`src/rtl/fhc_pkg.sv`:
```
package fhc_pkg;

   // Source register field positions inside an instruction word
   localparam int unsigned SRC1_LSB = 15;
   localparam int unsigned SRC2_LSB = 20;

   // Front-end control bundle produced by the hazard decision logic
   typedef struct packed {
      logic pc_we;
      logic ifid_we;
      logic ifid_clr;
      logic idex_clr;
   } fhc_ctl_t;

endpackage

```
`src/rtl/fhc_detect.sv`:
```
module fhc_detect
   import fhc_pkg::*;
#(
   parameter int unsigned RW = 5
) (
   input  logic          ex_mem_read,
   input  logic [RW-1:0] ex_rd,
   input  logic [RW-1:0] id_src1,
   input  logic [RW-1:0] id_src2,
   input  logic          branch_taken,
   output fhc_ctl_t      ctl
);

   logic rd_live;
   logic rd_match;
   logic load_use;

   always_comb begin
      rd_live  = (ex_rd != '0);
      rd_match = (ex_rd == id_src1) || (ex_rd == id_src2);
      load_use = ex_mem_read && rd_live && rd_match;

      ctl = '{pc_we: 1'b1, ifid_we: 1'b1, ifid_clr: 1'b0, idex_clr: 1'b0};
      if (branch_taken) begin
         // redirect: squash both younger slots, keep fetching
         ctl.ifid_clr = 1'b1;
         ctl.idex_clr = 1'b1;
      end else if (load_use) begin
         // freeze front end, bubble into execute
         ctl.pc_we    = 1'b0;
         ctl.ifid_we  = 1'b0;
         ctl.idex_clr = 1'b1;
      end
   end

endmodule

```
`src/rtl/fhc_pc_reg.sv`:
```
module fhc_pc_reg #(
   parameter int unsigned AW         = 32,
   parameter int unsigned RESET_PC   = 0,
   parameter int unsigned PC_STEP    = 4,
   parameter bit          SYNC_RESET = 1'b1
) (
   input  logic          clk,
   input  logic          rst_n,
   input  logic          we,
   input  logic          redirect,
   input  logic [AW-1:0] target,
   output logic [AW-1:0] pc
);

   localparam logic [AW-1:0] PC_INIT = AW'(RESET_PC);
   localparam logic [AW-1:0] STEP    = AW'(PC_STEP);

   logic [AW-1:0] pc_q;
   logic [AW-1:0] pc_nxt;

   assign pc_nxt = redirect ? target : (pc_q + STEP);

   generate
      if (SYNC_RESET) begin : g_sync
         always_ff @(posedge clk) begin
            if (!rst_n)  pc_q <= PC_INIT;
            else if (we) pc_q <= pc_nxt;
         end
      end else begin : g_async
         always_ff @(posedge clk or negedge rst_n) begin
            if (!rst_n)  pc_q <= PC_INIT;
            else if (we) pc_q <= pc_nxt;
         end
      end
   endgenerate

   assign pc = pc_q;

endmodule

```
`src/rtl/fhc_ifid_reg.sv`:
```
module fhc_ifid_reg #(
   parameter int unsigned AW = 32,
   parameter int unsigned IW = 32
) (
   input  logic          clk,
   input  logic          rst_n,
   input  logic          we,
   input  logic          clr,
   input  logic [IW-1:0] instr_in,
   input  logic [AW-1:0] pc_in,
   output logic [IW-1:0] instr_out,
   output logic [AW-1:0] pc_out
);

   logic [IW-1:0] instr_q;
   logic [AW-1:0] pc_q;

   // squash outranks a held write-enable
   always_ff @(posedge clk or negedge rst_n) begin
      if (!rst_n) begin
         instr_q <= '0;
         pc_q    <= '0;
      end else if (clr) begin
         instr_q <= '0;
         pc_q    <= '0;
      end else if (we) begin
         instr_q <= instr_in;
         pc_q    <= pc_in;
      end
   end

   assign instr_out = instr_q;
   assign pc_out    = pc_q;

endmodule

```
`src/rtl/fetch_hazard_ctrl.sv`:
```
module fetch_hazard_ctrl
   import fhc_pkg::*;
#(
   parameter int unsigned AW            = 32,
   parameter int unsigned IW            = 32,
   parameter int unsigned RW            = 5,
   parameter int unsigned RESET_PC      = 0,
   parameter int unsigned PC_STEP       = 4,
   parameter bit          PC_SYNC_RESET = 1'b1
) (
   input  logic          clk,
   input  logic          rst_n,
   input  logic [IW-1:0] fetch_instr,
   input  logic          branch_taken,
   input  logic [AW-1:0] branch_target,
   input  logic          ex_mem_read,
   input  logic [RW-1:0] ex_rd,
   output logic [AW-1:0] pc,
   output logic [IW-1:0] id_instr,
   output logic [AW-1:0] id_pc,
   output logic          pc_write,
   output logic          ifid_write,
   output logic          ifid_flush,
   output logic          idex_flush
);

   generate
      if (SRC2_LSB + RW > IW) begin : g_bad_fields
         $error("source register fields do not fit in the instruction width");
      end
      if (AW < 3) begin : g_bad_aw
         $error("address width too small");
      end
      if (PC_STEP == 0) begin : g_bad_step
         $error("program counter step must be nonzero");
      end
   endgenerate

   fhc_ctl_t      ctl;
   logic [RW-1:0] id_src1;
   logic [RW-1:0] id_src2;

   assign id_src1 = id_instr[SRC1_LSB +: RW];
   assign id_src2 = id_instr[SRC2_LSB +: RW];

   fhc_detect #(.RW(RW)) u_detect (
      .ex_mem_read (ex_mem_read),
      .ex_rd       (ex_rd),
      .id_src1     (id_src1),
      .id_src2     (id_src2),
      .branch_taken(branch_taken),
      .ctl         (ctl)
   );

   fhc_pc_reg #(
      .AW        (AW),
      .RESET_PC  (RESET_PC),
      .PC_STEP   (PC_STEP),
      .SYNC_RESET(PC_SYNC_RESET)
   ) u_pc (
      .clk     (clk),
      .rst_n   (rst_n),
      .we      (ctl.pc_we),
      .redirect(branch_taken),
      .target  (branch_target),
      .pc      (pc)
   );

   fhc_ifid_reg #(.AW(AW), .IW(IW)) u_ifid (
      .clk      (clk),
      .rst_n    (rst_n),
      .we       (ctl.ifid_we),
      .clr      (ctl.ifid_clr),
      .instr_in (fetch_instr),
      .pc_in    (pc),
      .instr_out(id_instr),
      .pc_out   (id_pc)
   );

   assign pc_write   = ctl.pc_we;
   assign ifid_write = ctl.ifid_we;
   assign ifid_flush = ctl.ifid_clr;
   assign idex_flush = ctl.idex_clr;

endmodule

```
`config.mk`:
```
export PLATFORM = sky130hd
export DESIGN_NAME = fetch_hazard_ctrl
export DESIGN_NICKNAME = d
export VERILOG_FILES = /design/src/rtl/fhc_pkg.sv /design/src/rtl/fhc_detect.sv /design/src/rtl/fhc_pc_reg.sv /design/src/rtl/fhc_ifid_reg.sv /design/src/rtl/fetch_hazard_ctrl.sv
export SDC_FILE = /design/constraint.sdc
export NUM_CORES = 1
export LEC_CHECK = 0
export BUFFER_PORTS_ARGS = -buffer_cell sky130_fd_sc_hd__clkbuf_2
export CAP_MARGIN = 20
export CORE_ASPECT_RATIO = 0.7
export CORE_MARGIN = 2
export CORE_UTILIZATION = 40
export CTS_CLUSTER_DIAMETER = 40
export CTS_CLUSTER_SIZE = 10
export DETAILED_ROUTE_END_ITERATION = 16
export GPL_TIMING_DRIVEN = 0
export PLACE_DENSITY = 0.77
export SLEW_MARGIN = 0
export SYNTH_ARGS = -nofsm -noshare
export SYNTH_HDL_FRONTEND = slang
export SYNTH_SLANG_ARGS = --single-unit
```
`constraint.sdc`:
```
create_clock -name clk -period 3.6 [get_ports clk]
set_clock_uncertainty 0.2 [all_clocks]
set_input_delay 0.72 -clock clk [delete_from_list [all_inputs] [get_ports clk]]
set_output_delay 0.72 -clock clk [all_outputs]
set_load 0.03 [all_outputs]
```
==> reports/results.ini, run 1 <==
[cells_and_area]
most-common-layout-cells=clkbuf_2, nand2_1, a21oi_1
syn2layout_area_growth_pct=30.4
layout-drive-gt1-share_pct=29.1
final_core_util_pct=53.3
fin_area_sq_um=5850
layout_commonest_cell=clkbuf_2
layout.nets=774
fillers=1078
final_cells=858
n_antenna_cell=0

[cts]
clkSinkCount=96
h-tree-depth=3
cts_tree=built
cts_buffers=9
cts_hold_buf=0
worst_skew_pair.late_latency_ns=0.34
clk_pin_slew_ns=0.07
cts_buffer_depth=2
clock-root-buffer=clkbuf_16

[min_path]
hold_path_class=in2async

[power]
finalPower_mw=2.60
powerDensity_nw_per_um2=445
power_frac_comb_pct=17.9
internal_power_mw=1.83
switching_share_pct=29.8
seqPwrFrac_pct=46.4
power.switching_uw=776
peakVddDrop_v=0.000239
p_leak_nw=2.63
clock_power_share_pct=35.6

[detailed_routing]
viasPerCell=5.13
avgRoutedWirePerCell_um=15.6
drt-initial-drc-count=217
route.detailed.drc=0
dr_total_vias=4399
drt_pass1_iterations=5
drt_wl_total_um=13400
drtAntennaViolNets=0

[global_route]
antenna_found_initial=0
grt_pass1_vias=4189
grt_util_all_layers_pct=22.6
grt_max_degree=47
grt.overflow.total=0
grt_pass1_wl_um=21100

[timing]
finalSetupViolations=0
relSlewSlack_pct=43.9
finalCritPeriodShare_pct=95.7
hold_viol_final=0
finalMaxSlewViolations=0
worst_pin_slew_ns=0.834
fin_ws_ns=0.154
rsz0062_at_grt=false
fin_tns_setup_ns=0
fmax_ghz=0.290
period_needed_ns=3.45
fin_hold_ws_ns=0.120

[logic_synthesis]
synth_edf_count=0
postSynthCellCount=519
syn_area_per_cell_sq_um=8.65
synth-async-reset-ratio_pct=66.7
synth_seq_cells=96
synth_nets=593
yosysWarnings=0
synth_seq_area_share_pct=50.0
ys.flop_type=dfrtp_1
synth.distinct_cells=35
syn_area_sq_um=4490

[run_status]
status=completed

[setup_path]
crit_required_ns=2.68
crit_arrival_ns=2.53
start_kind=input pin
critPathKind=in2out
cp_max_fo=28
end_kind=output pin

[floorplan]
die_y_um=92.6
num_io_pins=173
die_w_um=131
core_area_sq_um=11000
dieArea_sq_um=12100
initial_core_util_pct=40.9
std_cell_rows=32

[place]
dp_slack_ns=-0.388
placed_cell_area_sq_um=5560
dp.cells=844
hpwl_um=10300
portBuffers=171
place.gp.congestion=0.919

[job]
maxCapViolCount=0

-- repair_timing --
item,in CTS,in global routing
endpoints found under the setup margin,3,2
pin swaps,1,0
setup buffers,1,0
resized for setup,2,2
-- worst max-delay path, stage by stage --
cell	delay [ns]
clkbuf_2	0.11
or4_1	0.51
o21a_1	0.21
buf_6	0.15
and2_1	0.15
buf_4	0.22
nand2_1	0.13
buf_4	0.11
clkbuf_2	0.19
-- routing by layer --
metal / routed length [um] / share of wire, % / track usage (%)
met5: 0 / 0 / 0
met4: 167 / 1.2 / 6.03
met3: 1030 / 7.7 / 6.41
met2: 5890 / 44 / 33.8
met1: 6280 / 47 / 32.0
-- cells in the mapped netlist (2+ instances only) --
master,count,share of area (%)
a2111oi_2,5,1.7
a2111oi_4,2,1.2
a211oi_1,10,1.7
a21oi_1,97,11
a31oi_1,3,0.42
and2_1,2,0.28
and3_1,3,0.42
buf_2,10,1.1
buf_4,2,0.33
buf_6,2,0.50
clkbuf_1,26,2.2
dfrtp_1,64,36
dfxtp_1,32,14
inv_1,4,0.33
mux2i_1,2,0.45
nand2_1,141,12
nand3_1,16,1.8
nand4_1,12,1.7
nor2_1,4,0.33
nor2b_1,2,0.28
o21ai_0,31,3.5
or3_1,3,0.42
xnor2_1,34,6.6
-- cells by family after synthesis --
group                    synth area share [%]
AND/OR/NAND/NOR                          17.7
AO/OA/AOI/OAI                            20.4
flip-flops                               50.0
buffers and inverters                    4.55
XOR/XNOR                                 6.64
multiplexers                            0.446
adder cells (fa/ha/maj)                 0.279
-- path summary, 6_finish.rpt --
kind,startpoint,end,slack (ns),cells after the start
max in group asynchronous,rst_n,u_ifid.instr_out[6]$_DFFE_PN0P_,2.52,2
min in group clk,u_pc.pc[1]$_SDFFE_PN0P_,u_ifid.pc_out[1]$_DFFE_PN0P_,0.29,2
min reg2reg,u_pc.pc[1]$_SDFFE_PN0P_,u_ifid.pc_out[1]$_DFFE_PN0P_,0.29,2
max reg2reg,u_pc.pc[4]$_SDFFE_PN0P_,u_pc.pc[24]$_SDFFE_PN0P_,0.99,6
min,rst_n,u_ifid.pc_out[22]$_DFFE_PN0P_,0.12,1
max,ex_rd[0],pc_write,0.15,9
-- state kept, by name (all words and copies together) (netlist names) --
register,cells
u_ifid.pc_out,32
u_pc.pc,32
u_ifid.instr_out,32
-- final cells by class --
type	count	area, sq um	share of cell area [%]
flip-flops and latches	96	2240	38.3
multi-input cells	378	2050	35.0
repair buffers	173	893	15.3
clock buffers	12	236	4.04
well taps	153	191	3.27
plain buffers	37	175	2.99
clock inverters	4	45.0	0.770
inverters	5	18.8	0.321
-- power groups by stage --
stage | Combinational [mW] | Sequential (mW) | Clock [mW]
after floorplan | 0.158 | 1.35 | 0
after CTS | 0.470 | 1.21 | 0.947
after global routing | 0.506 | 1.22 | 0.996
after detailed placement | 0.466 | 1.23 | 0
after global placement | 0.453 | 1.23 | 0
final | 0.466 | 1.21 | 0.928
(Power assumes the default switching activity.)
==> run 2: changes to the inputs <==
--- a/config.mk
+++ b/config.mk
@@ -14,7 +14,7 @@
 export CTS_CLUSTER_SIZE = 10
 export DETAILED_ROUTE_END_ITERATION = 16
 export GPL_TIMING_DRIVEN = 0
-export PLACE_DENSITY = 0.77
+export PLACE_DENSITY = 0.79
 export SLEW_MARGIN = 0
 export SYNTH_ARGS = -nofsm -noshare
 export SYNTH_HDL_FRONTEND = slang
==> constraint.sdc (replaced) <==
create_clock -name clk -period 3.1 [get_ports clk]
set_clock_uncertainty 0.2 [all_clocks]
set_input_delay 0.62 -clock clk [delete_from_list [all_inputs] [get_ports clk]]
set_output_delay 0.62 -clock clk [all_outputs]
set_load 0.03 [all_outputs]
==> run 2 against run 1 <==
Effect of this change:
- flip-flop and latch count stayed put
- register-to-register slack worse by 0.47 ns
- global-route usage is 1.0 points higher
- worst setup slack worse by 0.095 ns
- power is 15% higher
- critical path depth stayed put
- sequential power is 16% higher
- clock power is 12% higher
- routed wire length is 3.0% higher
- first-iteration DRC count is 78% higher
- critical endpoint is now idex_flush
==> reports/results.ini, run 2 (synthesis gave the netlist of run 1 again) <==
[floorplan]
core_area_sq_um=11000
dieArea_sq_um=12100
die_y_um=92.6
die_w_um=131
num_io_pins=173
initial_core_util_pct=40.9
std_cell_rows=32

[setup_path]
start_kind=input pin
critPathKind=in2out
max_stage_delay_ns=0.52
cp_top_family=buffers and inverters
crit_arrival_ns=2.22
cp_num_buf_inv=5
crit_required_ns=2.28
end_kind=output pin
cpMostUsedCell=buf_6
cp_max_fo=10
path_cells=clkbuf_2, or4_1, o21a_1, buf_6, nand2_2, buf_6, buf_6, nand2_1, buf_8
cpMaxStageDelayCell=or4_1

[run_status]
status=completed

[power]
clock_power_share_pct=34.6
p_leak_nw=2.65
switching_share_pct=31.6
powerDensity_nw_per_um2=505
power.switching_uw=946
peakVddDrop_v=0.000270
internal_power_mw=2.05
finalPower_mw=3.00
power_frac_comb_pct=18.5
seqPwrFrac_pct=46.9

[job]
maxCapViolCount=0

[detailed_routing]
drt_pass1_iterations=5
avgRoutedWirePerCell_um=16.0
viasPerCell=5.22
drt_wl_total_um=13800
dr_total_vias=4501
drt-initial-drc-count=386
drtAntennaViolNets=0
route.detailed.drc=0

[cts]
clkSinkCount=96
cts_buffer_depth=2
cts_tree=built
cts_buffers=9
clock-root-buffer=clkbuf_16
clk_pin_slew_ns=0.06
worst_skew_pair.late_latency_ns=0.35
h-tree-depth=3

[cells_and_area]
layout-drive-gt1-share_pct=29.9
most-common-layout-cells=clkbuf_2, nand2_1, a21oi_1
fillers=1074
layout.nets=779
n_antenna_cell=0
multi_input_area_sq_um=2070
final_core_util_pct=54.1
syn2layout_area_growth_pct=32.3
regArea_sq_um=2240
layout_commonest_cell=clkbuf_2

[timing]
relSlewSlack_pct=49.8
worst_pin_slew_ns=0.745
finalSetupViolations=0
hold_viol_final=0
fin_hold_ws_ns=0.266
fin_ws_ns=0.0585
rsz0062_at_grt=false
finalMaxSlewViolations=0
finalCritPeriodShare_pct=98.1
fmax_ghz=0.329
period_needed_ns=3.04

[min_path]
hold_path_class=reg2reg

[place]
dp_slack_ns=-0.568
place.gp.congestion=0.894
hpwl_um=10100
portBuffers=171

[global_route]
antenna_found_initial=0
grt.overflow.total=0
grt_pass1_vias=4249
grt_pass1_wl_um=22100
grt_util_all_layers_pct=23.6
grt_max_degree=59

## run 2: changes by cell type in the layout (fill, tap and decap cells not counted), moves of 2 or more
cell,delta
buf_6,+4
clkbuf_1,-2
clkbuf_2,-2
clkinv_2,-3
clkinvlp_4,+3
nand2_1,-2
## run 2: layout make-up
type | instances | area share (%)
Timing Repair Buffer | 177 | 15.9
Tap cell | 153 | 3.23
Clock buffer | 10 | 3.86
Inverter | 5 | 0.316
Multi-Input combinational cell | 378 | 34.8
Clock inverter | 6 | 0.738
Buffer | 38 | 3.33
Sequential cell | 96 | 37.8
## run 2: repair_timing
action | CTS | global route
gates resized for setup | 11 | 2
endpoints found under the hold margin | 11 | 0
setup endpoints to repair | 3 | 1
buffers inserted | 4 | 0
pin swaps | 2 | 1
hold buffers | 1 | 0
## run 2: worst register-to-register path, delay by kind of cell, from the launching register on
family                    cells  cell delay [ns]
AOI/OAI and AO/OA             2             0.35
xor gates and xnor gates      1             0.19
buffers and inverters         3             0.87
DFF                           1             0.41
and+or+nand+nor               3             0.46
## run 2: path summary, 6_finish.rpt
kind | from | endpoint | slack (ns) | cells past startpoint
min in group asynchronous | rst_n | u_ifid.pc_out[12]$_DFFE_PN0P_ | 0.50 | 2
worst min-delay path | u_pc.pc[0]$_SDFFE_PN0P_ | u_ifid.pc_out[0]$_DFFE_PN0P_ | 0.27 | 2
worst min register to register | u_pc.pc[0]$_SDFFE_PN0P_ | u_ifid.pc_out[0]$_DFFE_PN0P_ | 0.27 | 2
worst max-delay path | ex_rd[0] | idex_flush | 0.06 | 9
worst max register to register | u_ifid.instr_out[20]$_DFFE_PN0P_ | u_ifid.pc_out[29]$_DFFE_PN0P_ | 0.52 | 9
max in group asynchronous | rst_n | u_ifid.pc_out[23]$_DFFE_PN0P_ | 1.65 | 3
## run 2: metal layers
layer  track usage (%)  up-vias  part of all wire [%]
li1                  -     2153                     -
met1              34.6     2142                    48
met2              34.0      183                    42
met3              6.12       23                   7.7
met4              7.36        0                   2.0
met5                 0        -                     0
## run 2: metrics by stage
stage	TNS, ns	std cells	area, sq um
floorplan	0	519	4510
global placement	-1.36	843	5560
detailed placement	-1.33	844	5590
CTS	0	863	5930
global route	0	863	5930
finish	0	863	5930
## run 2: power groups by stage
stage | clock network [mW] | registers [mW] | logic [mW]
detailed placement | 0 | 1.43 | 0.545
finish | 1.04 | 1.40 | 0.555
CTS | 1.06 | 1.40 | 0.557
global route | 1.11 | 1.42 | 0.604
floorplan | 0 | 1.56 | 0.186
global placement | 0 | 1.43 | 0.533
